$ cat config.mk
export PLATFORM = sky130hd
export DESIGN_NAME = bkpt_cmp_top
export DESIGN_NICKNAME = d
export VERILOG_FILES = /design/src/rtl/bkpt_pkg.sv /design/src/rtl/bkpt_cfg_regs.sv /design/src/rtl/bkpt_addr_match.sv /design/src/rtl/bkpt_data_match.sv /design/src/rtl/bkpt_cmp_top.sv
export SDC_FILE = /design/constraint.sdc
export NUM_CORES = 1
export LEC_CHECK = 0
export BUFFER_PORTS_ARGS = -buffer_cell sky130_fd_sc_hd__buf_2
export CELL_PAD_IN_SITES_DETAIL_PLACEMENT = 0
export CELL_PAD_IN_SITES_GLOBAL_PLACEMENT = 1
export CORE_MARGIN = 2
export CORE_UTILIZATION = 40
export DETAILED_ROUTE_END_ITERATION = 16
export PLACE_DENSITY_LB_ADDON = 0.1
export SYNTH_ARGS = -nofsm -noshare
export SYNTH_HDL_FRONTEND = slang
export SYNTH_HIERARCHICAL = 1
export SYNTH_SLANG_ARGS = --single-unit
$ cat constraint.sdc
create_clock -name clk -period 2.1 [get_ports clk]
set_input_delay 0 -clock clk [delete_from_list [all_inputs] [get_ports clk]]
set_output_delay 0 -clock clk [all_outputs]
set_load 0.01 [all_outputs]
$ cat src/rtl/bkpt_pkg.sv
// Package: shared widths, register selects and the per-comparator
// configuration record of the breakpoint comparator.
// Assumes a byte-sized mask granularity and exactly two comparators.
package bkpt_pkg;

    localparam int ADDR_W   = 16;
    localparam int PAGE_W   = 6;
    localparam int OFS_W    = 14;
    localparam int DATA_W   = 16;
    localparam int BYTE_W   = 8;
    localparam int NUM_CMP  = 2;
    localparam int SEL_W    = 3;
    localparam int CFG_W    = 16;
    localparam int KEY_W    = PAGE_W + OFS_W;
    localparam int CTL_SEL  = 2 * NUM_CMP;
    localparam int CTL_FULL = 0;
    localparam int CTL_PER  = 4;

    typedef struct packed {
        logic [ADDR_W-1:0] addr;
        logic [PAGE_W-1:0] page;
        logic              mask_hi;
        logic              mask_lo;
        logic              rw_en;
        logic              rw_val;
    } cmp_cfg_t;

endpackage

$ cat src/rtl/bkpt_cfg_regs.sv
// Module: configuration register file for the comparators.
// Comparator k takes its address at select 2k and its page at select 2k+1.
// Its control fields sit in the control word at bit 1+4k and upward.
// Assumes a write takes effect at the clock edge that samples it.
module bkpt_cfg_regs
    import bkpt_pkg::*;
(
    input  logic                         clk,
    input  logic                         rst_n,
    input  logic                         cfg_we,
    input  logic [SEL_W-1:0]             cfg_sel,
    input  logic [CFG_W-1:0]             cfg_wdata,
    output cmp_cfg_t [NUM_CMP-1:0]       cfg_o,
    output logic                         full_o
);

    cmp_cfg_t [NUM_CMP-1:0] cfg_q;
    logic                   full_q;

    genvar k;
    generate
        for (k = 0; k < NUM_CMP; k++) begin : g_cmp
            localparam int ADR_SEL = 2 * k;
            localparam int PG_SEL  = 2 * k + 1;
            localparam int BASE    = CTL_FULL + 1 + CTL_PER * k;

            // Purpose: hold one comparator's address, page, mask and direction fields.
            always_ff @(posedge clk) begin
                if (!rst_n) begin
                    cfg_q[k] <= '0;
                end else if (cfg_we) begin
                    if (cfg_sel == SEL_W'(ADR_SEL))
                        cfg_q[k].addr <= cfg_wdata[ADDR_W-1:0];
                    if (cfg_sel == SEL_W'(PG_SEL))
                        cfg_q[k].page <= cfg_wdata[PAGE_W-1:0];
                    if (cfg_sel == SEL_W'(CTL_SEL)) begin
                        cfg_q[k].mask_lo <= cfg_wdata[BASE];
                        cfg_q[k].mask_hi <= cfg_wdata[BASE+1];
                        cfg_q[k].rw_en   <= cfg_wdata[BASE+2];
                        cfg_q[k].rw_val  <= cfg_wdata[BASE+3];
                    end
                end
            end
        end
    endgenerate

    // Purpose: hold the full-mode (data-qualified) selector.
    always_ff @(posedge clk) begin
        if (!rst_n)
            full_q <= 1'b0;
        else if (cfg_we && cfg_sel == SEL_W'(CTL_SEL))
            full_q <= cfg_wdata[CTL_FULL];
    end

    assign cfg_o  = cfg_q;
    assign full_o = full_q;

endmodule

$ cat src/rtl/bkpt_addr_match.sv
// Module: one address comparator with byte mask and direction qualifier.
// Paged access: compare {page, addr[13:0]}. Non-paged access: compare addr[15:0].
// Mask 1:0 is forced to a full compare. Mask 1:1 compares the page only, so it
// cannot hit on a non-paged access.
// Assumes the mask applies to the two bytes below the page field.
module bkpt_addr_match
    import bkpt_pkg::*;
(
    input  cmp_cfg_t          cfg,
    input  logic [ADDR_W-1:0] bus_addr,
    input  logic              bus_paged,
    input  logic [PAGE_W-1:0] bus_page,
    input  logic              bus_rd,
    output logic              addr_hit,
    output logic              rw_ok
);

    localparam int HI_W = ADDR_W - BYTE_W;
    localparam int PH_W = OFS_W - BYTE_W;

    logic ign_hi;
    logic ign_lo;
    logic page_eq;
    logic phi_eq;
    logic hi_eq;
    logic lo_eq;
    logic paged_hit;
    logic flat_hit;

    // Purpose: decode the mask code; the high mask bit counts only when the low bit is set.
    always_comb begin
        ign_lo = cfg.mask_lo;
        ign_hi = cfg.mask_lo & cfg.mask_hi;
    end

    // Purpose: per-field equality for both compare widths.
    always_comb begin
        page_eq = (bus_page == cfg.page);
        phi_eq  = (bus_addr[OFS_W-1:BYTE_W] == cfg.addr[OFS_W-1:BYTE_W]);
        hi_eq   = (bus_addr[ADDR_W-1:BYTE_W] == cfg.addr[ADDR_W-1:BYTE_W]);
        lo_eq   = (bus_addr[BYTE_W-1:0] == cfg.addr[BYTE_W-1:0]);
    end

    // Purpose: combine fields per access kind; page-only mode needs a paged access.
    always_comb begin
        paged_hit = page_eq & (ign_hi | phi_eq) & (ign_lo | lo_eq);
        flat_hit  = ~ign_hi & hi_eq & (ign_lo | lo_eq);
        addr_hit  = bus_paged ? paged_hit : flat_hit;
    end

    // Purpose: direction qualifier; value 1 selects reads, value 0 selects writes.
    always_comb begin
        rw_ok = ~cfg.rw_en | (cfg.rw_val == bus_rd);
    end

    // Width sanity: offset must hold the high-byte part used in paged compares.
    if (PH_W < 1 || HI_W < 1) begin : g_bad_width
        $error("bkpt_addr_match: bad width split");
    end

endmodule

$ cat src/rtl/bkpt_data_match.sv
// Module: data comparator used by comparator B in full mode.
// Each byte of the data bus is compared against the stored value. A set mask
// bit removes that byte from the compare; the high mask covers the upper byte,
// the low mask the lower byte.
// Assumes DATA_W is a whole number of bytes and holds two bytes.
module bkpt_data_match
    import bkpt_pkg::*;
(
    input  logic [DATA_W-1:0] ref_val,
    input  logic              mask_hi,
    input  logic              mask_lo,
    input  logic [DATA_W-1:0] bus_data,
    output logic              data_hit
);

    localparam int NBYTES = DATA_W / BYTE_W;

    logic [NBYTES-1:0] byte_ok;
    logic [NBYTES-1:0] byte_ign;

    assign byte_ign = {mask_hi, mask_lo};

    genvar b;
    generate
        for (b = 0; b < NBYTES; b++) begin : g_byte
            // Purpose: one byte lane compare, overridden by its mask.
            always_comb begin
                byte_ok[b] = byte_ign[b] |
                    (bus_data[b*BYTE_W +: BYTE_W] == ref_val[b*BYTE_W +: BYTE_W]);
            end
        end
    endgenerate

    assign data_hit = &byte_ok;

endmodule

$ cat src/rtl/bkpt_cmp_top.sv
// Module: masked breakpoint comparator, top level.
// Samples one bus cycle per clock when bus_valid is high and reports registered
// hit pulses one clock later. Normal mode: two address comparators, combined
// by OR. Full mode: A on address, B on data, combined by AND.
// Assumes the bus cycle inputs are stable and synchronous to clk.
module bkpt_cmp_top
    import bkpt_pkg::*;
(
    input  logic                 clk,
    input  logic                 rst_n,
    input  logic                 cfg_we,
    input  logic [SEL_W-1:0]     cfg_sel,
    input  logic [CFG_W-1:0]     cfg_wdata,
    input  logic                 bus_valid,
    input  logic [ADDR_W-1:0]    bus_addr,
    input  logic                 bus_paged,
    input  logic [PAGE_W-1:0]    bus_page,
    input  logic                 bus_rd,
    input  logic [DATA_W-1:0]    bus_data,
    output logic                 hit_a,
    output logic                 hit_b,
    output logic                 hit_bkpt
);

    cmp_cfg_t [NUM_CMP-1:0] cfg_q;
    cmp_cfg_t               a_cfg;
    logic                   full_mode;
    logic [NUM_CMP-1:0]     adr_hit;
    logic [NUM_CMP-1:0]     dir_ok;
    logic                   dat_hit;
    logic                   raw_a;
    logic                   raw_b;
    logic                   raw_k;

    bkpt_cfg_regs u_regs (
        .clk       (clk),
        .rst_n     (rst_n),
        .cfg_we    (cfg_we),
        .cfg_sel   (cfg_sel),
        .cfg_wdata (cfg_wdata),
        .cfg_o     (cfg_q),
        .full_o    (full_mode)
    );

    genvar k;
    generate
        for (k = 0; k < NUM_CMP; k++) begin : g_amatch
            bkpt_addr_match u_am (
                .cfg       (cfg_q[k]),
                .bus_addr  (bus_addr),
                .bus_paged (bus_paged),
                .bus_page  (bus_page),
                .bus_rd    (bus_rd),
                .addr_hit  (adr_hit[k]),
                .rw_ok     (dir_ok[k])
            );
        end
    endgenerate

    bkpt_data_match u_dm (
        .ref_val  (cfg_q[1].addr),
        .mask_hi  (cfg_q[1].mask_hi),
        .mask_lo  (cfg_q[1].mask_lo),
        .bus_data (bus_data),
        .data_hit (dat_hit)
    );

    assign a_cfg = cfg_q[0];

    // Purpose: per-comparator qualified hits and the mode-dependent combine.
    always_comb begin
        raw_a = adr_hit[0] & dir_ok[0];
        raw_b = full_mode ? dat_hit : (adr_hit[1] & dir_ok[1]);
        raw_k = full_mode ? (raw_a & raw_b) : (raw_a | raw_b);
    end

    // Purpose: register the hit pulses, gated by the bus valid strobe.
    always_ff @(posedge clk) begin
        if (!rst_n) begin
            hit_a    <= 1'b0;
            hit_b    <= 1'b0;
            hit_bkpt <= 1'b0;
        end else begin
            hit_a    <= bus_valid & raw_a;
            hit_b    <= bus_valid & raw_b;
            hit_bkpt <= bus_valid & raw_k;
        end
    end

endmodule

==> impl_metrics.yaml, run 1 <==
timing:
  slew_viol_final: 0
  grt_setup_unrepaired: "no"
  worst_pin_slew_ns: 0.4896
  max_freq_mhz: 524.7
  finalHoldViolations: 0
  fin_ws_ns: 0.1940
  fin_crit_sh_pct: 90.76
  setup-tns-final_ns: 0
  finalSetupViolCount: 0
  finClkSkew_ns: 0.001602
  period_minus_slack_ns: 1.906
  slew-limit-headroom_pct: 67.19
hold_path:
  hold_class: "in2reg"
  hold_end: "u_regs/cfg_o[18]$_SDFFE_PN0P_"
  worst_hold_path.num_cells: 3
  hp-start: "cfg_wdata[8]"
worst_setup_path:
  arrival_ns: 2.11
  r2r-start: "u_regs/cfg_o[50]$_SDFFE_PN0P_"
  required_ns: 2.31
  ff2ff_setup_slack_ns: 0.19
  cp-end-kind: "flip-flop"
  r2r_end: "hit_b$_SDFF_PN0_"
  reg2reg_depth: 7
  cp_max_fo: 3
  startpoint_type: "flip-flop"
  path_class: "reg2reg"
power:
  p_clk_share_pct: 30.7
  swShare_pct: 25.41
  netSwitchingPower_mw: 0.5032
  irDropWorstVdd_uv: 288.1
  internal_power_mw: 1.477
  pwr-share-comb_pct: 13.7
  power_density_nw_per_um2: 573.7
  seq_power_share_pct: 55.6
  leakagePower_nw: 1.710
die:
  chipWidth_um: 88.38
  start_util_pct: 41.68
  rows: 30
  boundaryPins: 66
  dieHeight_um: 88.38
  dieArea_um2: 7810
  core_area_um2: 6832
finish:
  nets: 434
  final_layout_size_suffix_gt1_share_pct: 22.31
  nFillCells: 703
  antennaDiodeCount: 0
  finish.utilization_pct: 50.53
  syn2layout_area_growth_pct: 21.22
yosys:
  synth_top_cell_area_share_pct: 39.37
  syn-num-nets: 363
  netlist_instances: 300
  seq_area_frac_synth_pct: 39.37
  synth.area.top_cells: "dfxtp_1 (39%), mux2i_1 (19%), xor2_1 (17%)"
  synth_cell_types: 25
  synth_top_area_cell: "dfxtp_1"
  ys_ff_latch: 56
  ys.warnings.count: 6
  netlist_area_um2: 2848
  synth_area_per_cell_um2: 9.492
routing:
  first_pass_iters: 4
  drt_iter0_drc: 71
  drc: 0
  postRouteAntennaNets: 0
  wl_um: 6787
  vias: 2215
  wire_per_inst_um: 14.50
  avgViaCountPerCell: 4.733
placed_design:
  dpl_worst_slack_ns: 0.2806
  gp_congestion: 0.7585
  io_buffers: 65
  hpwl_um: 5171
flow_run:
  drv_cap: 0
clock_tree:
  cts.sinks: 56
  clk_pin_slew_ns: 0.10
  ctsResizeCount: 0
  cts_tree: "yes"
  h-tree-depth: 2
  cts-buffers-inserted: 5
  clockBufferDepth: 2
  worst_skew_pair.late_latency_ns: 0.30
  clock-root-buffer: "clkbuf_8"
global_route:
  grt_max_degree: 52
  grt_first_pass_wirelength_um: 10970
  grt_pass1_vias: 2175
  antenna_found_initial: 0
  track_usage_pct: 18.60
  grt_overflow: 0
run_status:
  outcome: "finished clean"
[per-stage QoR]
stage | hold WS (ns) | power (mW) | cells | instance area, um^2
final | 0.01815 | 1.980 | 468 | 3452
after global placement | 0.2764 | 1.389 | 452 | 3279
after floorplan | 0.1615 | 1.266 | 300 | 2848
after CTS | 0.01755 | 2.003 | 468 | 3452
after detailed placement | 0.2854 | 1.390 | 452 | 3279
after global routing | 0.02327 | 2.078 | 468 | 3452
[logic make-up (layout without fill, tap and decap cells)]
| family | Yosys count | after routing | synth area share [%] |
|---|---|---|---|
| multiplexers | 53 | 53 | 18.63 |
| AO/OA/AOI/OAI | 14 | 14 | 3.075 |
| AND/OR/NAND/NOR | 101 | 101 | 17.09 |
| buffers and inverters | 14 | 86 | 2.768 |
| flip-flops | 56 | 56 | 39.37 |
| XOR/XNOR | 62 | 62 | 19.07 |
[power by group through the flow]
stage,clock network (mW),logic (mW),registers [mW]
floorplan,0,0.143,1.12
global placement,0,0.262,1.13
detailed placement,0,0.262,1.13
CTS,0.625,0.275,1.10
global route,0.671,0.300,1.11
finish,0.608,0.271,1.10
[cell usage in the layout, fill, tap and decap left out, drive strengths merged, types with 2 or more instances in the layout]
cell type and instances:
mux2i 53, xnor2 6, nor4 12, dlygate4sd3 8, clkinv 2, clkbuf 6
dfxtp 56, and4 2, a21oi 11, nand2 73, nor2 4, nand4bb 2
xor2 56, nor3 3, a2111oi 2, buf 70
[flip-flops by register name (all words and copies together) (netlist names)]
signal         flops
u_regs/full_o      1
u_regs/cfg_o      52
hit_bkpt           1
hit_a              1
hit_b              1
[worst max path at each step]
stage,from,endpoint
2_1_floorplan,u_regs/cfg_o[48]$_SDFFE_PN0P_,hit_bkpt$_SDFF_PN0_
3_3_place_gp,u_regs/cfg_o[50]$_SDFFE_PN0P_,hit_b$_SDFF_PN0_
3_5_place_dp,u_regs/cfg_o[50]$_SDFFE_PN0P_,hit_b$_SDFF_PN0_
4_1_cts,u_regs/cfg_o[50]$_SDFFE_PN0P_,hit_b$_SDFF_PN0_
5_1_grt,u_regs/cfg_o[50]$_SDFFE_PN0P_,hit_b$_SDFF_PN0_
6_report,u_regs/cfg_o[50]$_SDFFE_PN0P_,hit_b$_SDFF_PN0_
[layer usage]
| layer | vias to the layer above | global-route usage [%] | share of wire [%] |
|---|---|---|---|
| met1 | 1014 | 25.33 | 50 |
| met4 | 0 | 4.545 | 1.0 |
| met3 | 6 | 3.825 | 3.5 |
| li1 | 1148 | - | - |
| met2 | 47 | 30.35 | 45 |
| met5 | - | 0 | 0 |
[repair_timing]
item,4_1_cts,5_1_grt
hold buffers,8,0
endpoints found under the hold margin,15,0
setup buffers,0,0
[final cells by class]
type | count | area, um^2 | share of cell area (%)
clock buffers | 6 | 82.58 | 2.392
clock inverters | 2 | 10.01 | 0.2900
multi-input cells | 230 | 1663 | 48.17
flip-flops and latches | 56 | 1121 | 32.48
well taps | 96 | 120.1 | 3.480
repair buffers | 78 | 455.4 | 13.19
[cells in the mapped netlist]
| master | count |
|---|---|
| dfxtp_1 | 56 |
| buf_2 | 3 |
| buf_8 | 1 |
| nor2_1 | 4 |
| nor3_1 | 3 |
| nor2b_1 | 1 |
| xor2_1 | 56 |
| nand4bb_1 | 2 |
| a2111oi_1 | 2 |
| xnor2_1 | 6 |
| buf_4 | 1 |
| nand4b_1 | 1 |
| buf_6 | 1 |
| nand3b_4 | 1 |
| nor4bb_1 | 1 |
| or4b_1 | 1 |
| nor4_1 | 10 |
| a211oi_2 | 1 |
| nand2_1 | 73 |
| nor4_2 | 2 |
| buf_1 | 1 |
| mux2i_1 | 53 |
| and4_1 | 2 |
| clkbuf_1 | 7 |
| a21oi_1 | 11 |
[critical path, cell delays in order (launching register included)]
cell	delay, ns
dfxtp_1	0.35
xor2_1	0.18
a2111oi_1	0.44
a21oi_1	0.09
nor4_1	0.30
buf_4	0.18
a21oi_1	0.06
nor3_1	0.21
(Power assumes the default switching activity.)
==> inputs of run 2 (changes only) <==
--- a/config.mk
+++ b/config.mk
@@ -5,11 +5,13 @@
 export SDC_FILE = /design/constraint.sdc
 export NUM_CORES = 1
 export LEC_CHECK = 0
-export BUFFER_PORTS_ARGS = -buffer_cell sky130_fd_sc_hd__buf_2
+export BUFFER_PORTS_ARGS = -buffer_cell sky130_fd_sc_hd__buf_4
 export CELL_PAD_IN_SITES_DETAIL_PLACEMENT = 0
 export CELL_PAD_IN_SITES_GLOBAL_PLACEMENT = 1
+export CORE_ASPECT_RATIO = 1.4
 export CORE_MARGIN = 2
 export CORE_UTILIZATION = 40
+export CTS_CLUSTER_DIAMETER = 200
 export DETAILED_ROUTE_END_ITERATION = 16
 export PLACE_DENSITY_LB_ADDON = 0.1
 export SYNTH_ARGS = -nofsm -noshare
==> impl_metrics.yaml, run 2 (synthesis gave the netlist of run 1 again) <==
die:
  core_area_um2: 6937
  boundaryPins: 66
  dieArea_um2: 7820
  start_util_pct: 41.05
  chipWidth_um: 75.31
  dieHeight_um: 103.8
  rows: 36
timing:
  fin_crit_sh_pct: 85.16
  finalSetupViolCount: 0
  fin_hold_ws_ns: 0.04311
  max_freq_mhz: 559.2
  slew_viol_final: 0
  finClkSkew_ns: 0.008925
  slew-limit-headroom_pct: 65.33
  finalHoldViolations: 0
  worst_pin_slew_ns: 0.5173
  grt_setup_unrepaired: "no"
  period_minus_slack_ns: 1.788
  setup-tns-final_ns: 0
power:
  internal_power_mw: 1.514
  irDropWorstVdd_uv: 337.1
  p_clk_share_pct: 30.5
  power_density_nw_per_um2: 558.5
  netSwitchingPower_mw: 0.5071
  pwr-share-comb_pct: 15.0
  seq_power_share_pct: 54.5
  swShare_pct: 25.09
  leakagePower_nw: 1.762
global_route:
  grt_pass1_vias: 2290
  grt_first_pass_wirelength_um: 11110
  antenna_found_initial: 0
  grt_overflow: 0
  grt_max_degree: 44
  track_usage_pct: 18.68
worst_setup_path:
  cp-end-kind: "flip-flop"
  path_class: "reg2reg"
  required_ns: 2.34
  arrival_ns: 2.03
  cp_max_fo: 3
  startpoint_type: "flip-flop"
clock_tree:
  worst_skew_pair.late_latency_ns: 0.31
  clock-root-buffer: "clkbuf_8"
  h-tree-depth: 2
  clk_pin_slew_ns: 0.10
  clockBufferDepth: 2
  cts-buffers-inserted: 5
  cts.sinks: 56
  ctsResizeCount: 0
  cts_tree: "yes"
  cts_setup_buffers: 0
routing:
  avgViaCountPerCell: 4.806
  wl_um: 7004
  wire_per_inst_um: 14.93
  first_pass_iters: 4
  drc: 0
  vias: 2254
  drt_iter0_drc: 66
  postRouteAntennaNets: 0
placed_design:
  gp_congestion: 0.7530
  hpwl_um: 5333
  io_buffers: 65
flow_run:
  drv_cap: 0
hold_path:
  hold_class: "in2reg"
finish:
  antennaDiodeCount: 0
  layout_commonest_cell: "nand2_1"
  largest_register_ffs: 52
  final_layout_size_suffix_gt1_share_pct: 22.19
  nets: 436
  finish.utilization_pct: 52.18
  syn2layout_area_growth_pct: 27.11
  final_cell_mix: "nand2_1 (73), buf_4 (71), xor2_1 (56), dfxtp_1 (56), mux2i_1 (53)"
run_status:
  outcome: "finished clean"
run 2: cell types whose count changed in the layout (fill, tap and decap cells not counted):
cell / change
buf_4: +67
buf_2: -65
clkinv_2: -2
buf_12: -1
clkbuf_1: +1
clkinvlp_4: +1
dlygate4sd3_1: +1
run 2: layer usage:
layer,part of all wire [%],track usage [%]
met3,3.8,2.626
met2,53,33.11
met4,1.1,5.138
met1,42,22.68
met5,0,0
run 2: area by class of cell:
cell class | count | area [um^2]
flip-flops and latches | 56 | 1121
repair buffers | 80 | 623.1
well taps | 95 | 118.9
clock inverters | 1 | 7.507
clock buffers | 7 | 86.33
fillers | 737 | 3317
multi-input cells | 230 | 1663
run 2: worst max-delay path, cell delays in order, from the launching register on:
cell and delay [ns]:
dfxtp_1 0.36, xor2_1 0.18, nor4_2 0.35, a21oi_1 0.12, nor4_1 0.27, buf_4 0.17
nand3b_4 0.07, a211oi_2 0.20
run 2: final timing paths:
check                                 from                       endpoint  cells past startpoint  slack (ns)
max          u_regs/cfg_o[45]$_SDFFE_PN0P_            hit_bkpt$_SDFF_PN0_                      7        0.31
min                           cfg_wdata[6]  u_regs/cfg_o[29]$_SDFFE_PN0P_                      3        0.04
max reg2reg  u_regs/cfg_o[45]$_SDFFE_PN0P_            hit_bkpt$_SDFF_PN0_                      7        0.31
min reg2reg   u_regs/cfg_o[1]$_SDFFE_PN0P_   u_regs/cfg_o[1]$_SDFFE_PN0P_                      2        0.47
run 2: per-stage QoR:
stage	std cells	worst slack [ns]	instance area [um^2]	power, mW
after floorplan	300	0.3565	2848	1.266
after global placement	452	0.2754	3436	1.419
after detailed placement	452	0.2790	3436	1.421
after CTS	469	0.2537	3620	2.059
after global routing	469	0.09434	3620	2.116
final	469	0.3117	3620	2.022
run 2: timing repair:
item / CTS / global route
setup endpoints to repair: 0 / 0
hold buffers: 9 / 0
hold endpoints to repair: 18 / 0
run 2: power by group through the flow:
stage | logic [mW] | registers, mW | clock network [mW]
after floorplan | 0.143 | 1.12 | 0
after global placement | 0.292 | 1.13 | 0
after detailed placement | 0.293 | 1.13 | 0
after CTS | 0.308 | 1.10 | 0.648
after global routing | 0.332 | 1.11 | 0.678
final | 0.303 | 1.10 | 0.616
==> inputs of run 3 (changes only) <==
--- a/config.mk
+++ b/config.mk
@@ -18,3 +18,4 @@
 export SYNTH_HDL_FRONTEND = slang
 export SYNTH_HIERARCHICAL = 1
 export SYNTH_SLANG_ARGS = --single-unit
+export TNS_END_PERCENT = 30
==> constraint.sdc (replaced) <==
create_clock -name clk -period 2.1 [get_ports clk]
set_input_delay 0.105 -clock clk [delete_from_list [all_inputs] [get_ports clk]]
set_output_delay 0.105 -clock clk [all_outputs]
set_load 0.01 [all_outputs]
==> impl_metrics.yaml, run 3 (synthesis gave the netlist of run 1 again) <==
global_route:
  grt_max_degree: 46
  grt_first_pass_wirelength_um: 11100
  track_usage_pct: 18.47
  antenna_found_initial: 0
  grt_overflow: 0
  grt_pass1_vias: 2282
routing:
  postRouteAntennaNets: 0
  wl_um: 6814
  first_pass_iters: 5
  drt_iter0_drc: 57
  drc: 0
  wire_per_inst_um: 14.81
  avgViaCountPerCell: 4.739
  vias: 2180
clock_tree:
  cts-buffers-inserted: 5
  clock-root-buffer: "clkbuf_8"
  clk_pin_slew_ns: 0.11
  cts_hold_buffers: 0
  ctsResizeCount: 0
  cts.sinks: 56
  cts_setup_buffers: 0
  worst_skew_pair.late_latency_ns: 0.31
  cts_tree: "yes"
  clockBufferDepth: 2
  h-tree-depth: 2
worst_setup_path:
  path_class: "reg2reg"
  required_ns: 2.34
  cp_max_fo: 3
  arrival_ns: 2.05
  cp-end-kind: "flip-flop"
  startpoint_type: "flip-flop"
die:
  dieArea_um2: 7820
  dieHeight_um: 103.8
  chipWidth_um: 75.31
  start_util_pct: 41.05
  boundaryPins: 66
  rows: 36
  core_area_um2: 6937
power:
  leakagePower_nw: 1.723
  swShare_pct: 25.47
  finalPower_mw: 2.016
  pwr-share-comb_pct: 14.3
  irDropWorstVdd_uv: 275.5
  power_density_nw_per_um2: 570.5
  p_clk_share_pct: 31.0
  seq_power_share_pct: 54.7
  internal_power_mw: 1.503
  netSwitchingPower_mw: 0.5134
finish:
  layout_commonest_cell: "nand2_1"
  syn2layout_area_growth_pct: 24.08
  largest_register_ffs: 52
  antennaDiodeCount: 0
  final_cell_mix: "nand2_1 (73), buf_4 (71), xor2_1 (56), dfxtp_1 (56), mux2i_1 (53)"
  final_layout_size_suffix_gt1_share_pct: 23.01
  nets: 427
  nFillCells: 733
  multi_input_area_um2: 1663
  seqCellArea_um2: 1121
timing:
  finalSetupViolCount: 0
  finClkSkew_ns: 0.01041
  finalHoldViolations: 0
  max_freq_mhz: 553.9
  fin_crit_sh_pct: 85.97
  slew_viol_final: 0
  period_minus_slack_ns: 1.805
  grt_setup_unrepaired: "no"
  worst_pin_slew_ns: 0.5270
  setup-tns-final_ns: 0
  slew-limit-headroom_pct: 64.68
placed_design:
  io_buffers: 65
  gp_congestion: 0.7591
  hpwl_um: 5257
hold_path:
  hold_class: "in2reg"
flow_run:
  drv_cap: 0
run_status:
  outcome: "finished clean"
==> run 3: cell count changes in the layout (fill, tap and decap cells not counted) <==
cell           before  now
clkinvlp_4          1    2
clkbuf_1            1    0
dlygate4sd3_1       9    0
==> run 3: per-layer routing <==
layer	GRT usage [%]	vias up	share of wire, %
met5	0	-	0
met4	4.511	0	1.2
met3	2.821	6	4.2
met2	32.73	51	52
met1	22.59	988	42
li1	-	1135	-
==> run 3: final cells by class <==
cell class                      instances  share of cell area (%)
Multi-Input combinational cell        230                   47.06
Sequential cell                        56                   31.73
Timing Repair Buffer                   71                   15.08
Tap cell                               95                   3.364
Clock buffer                            6                   2.337
Clock inverter                          2                  0.4249
==> run 3: through the flow <==
step	utilization (%)	hold WS (ns)	cells	cell area, um^2	setup slack [ns]
after floorplan	-	0.2665	300	2848	0.3565
after global placement	49.53	0.3883	452	3436	0.2974
after detailed placement	49.53	0.4001	452	3436	0.3024
after CTS	50.94	0.06850	460	3533	0.2730
after global routing	50.94	0.05981	460	3533	0.08695
final	50.94	0.06864	460	3533	0.2946
==> run 3: worst paths after layout <==
path                            startpoint  slack (ns)                             to  cells after the start
max          u_regs/cfg_o[45]$_SDFFE_PN0P_        0.29            hit_bkpt$_SDFF_PN0_                      7
min                          cfg_wdata[10]        0.07  u_regs/cfg_o[20]$_SDFFE_PN0P_                      3
max reg2reg  u_regs/cfg_o[45]$_SDFFE_PN0P_        0.29            hit_bkpt$_SDFF_PN0_                      7
min reg2reg   u_regs/cfg_o[1]$_SDFFE_PN0P_        0.47   u_regs/cfg_o[1]$_SDFFE_PN0P_                      2
==> run 3: power by group through the flow <==
stage	clock network [mW]	logic (mW)	registers [mW]
CTS	0.643	0.294	1.10
global placement	0	0.292	1.13
finish	0.626	0.287	1.10
detailed placement	0	0.293	1.13
global route	0.687	0.317	1.11
floorplan	0	0.143	1.12
==> run 3: worst max-delay path, cell delays in order, from the launching register on <==
cell and delay, ns:
dfxtp_1 0.37, xor2_1 0.18, nor4_2 0.37, a21oi_1 0.12, nor4_1 0.26, buf_4 0.17
nand3b_4 0.07, a211oi_2 0.20
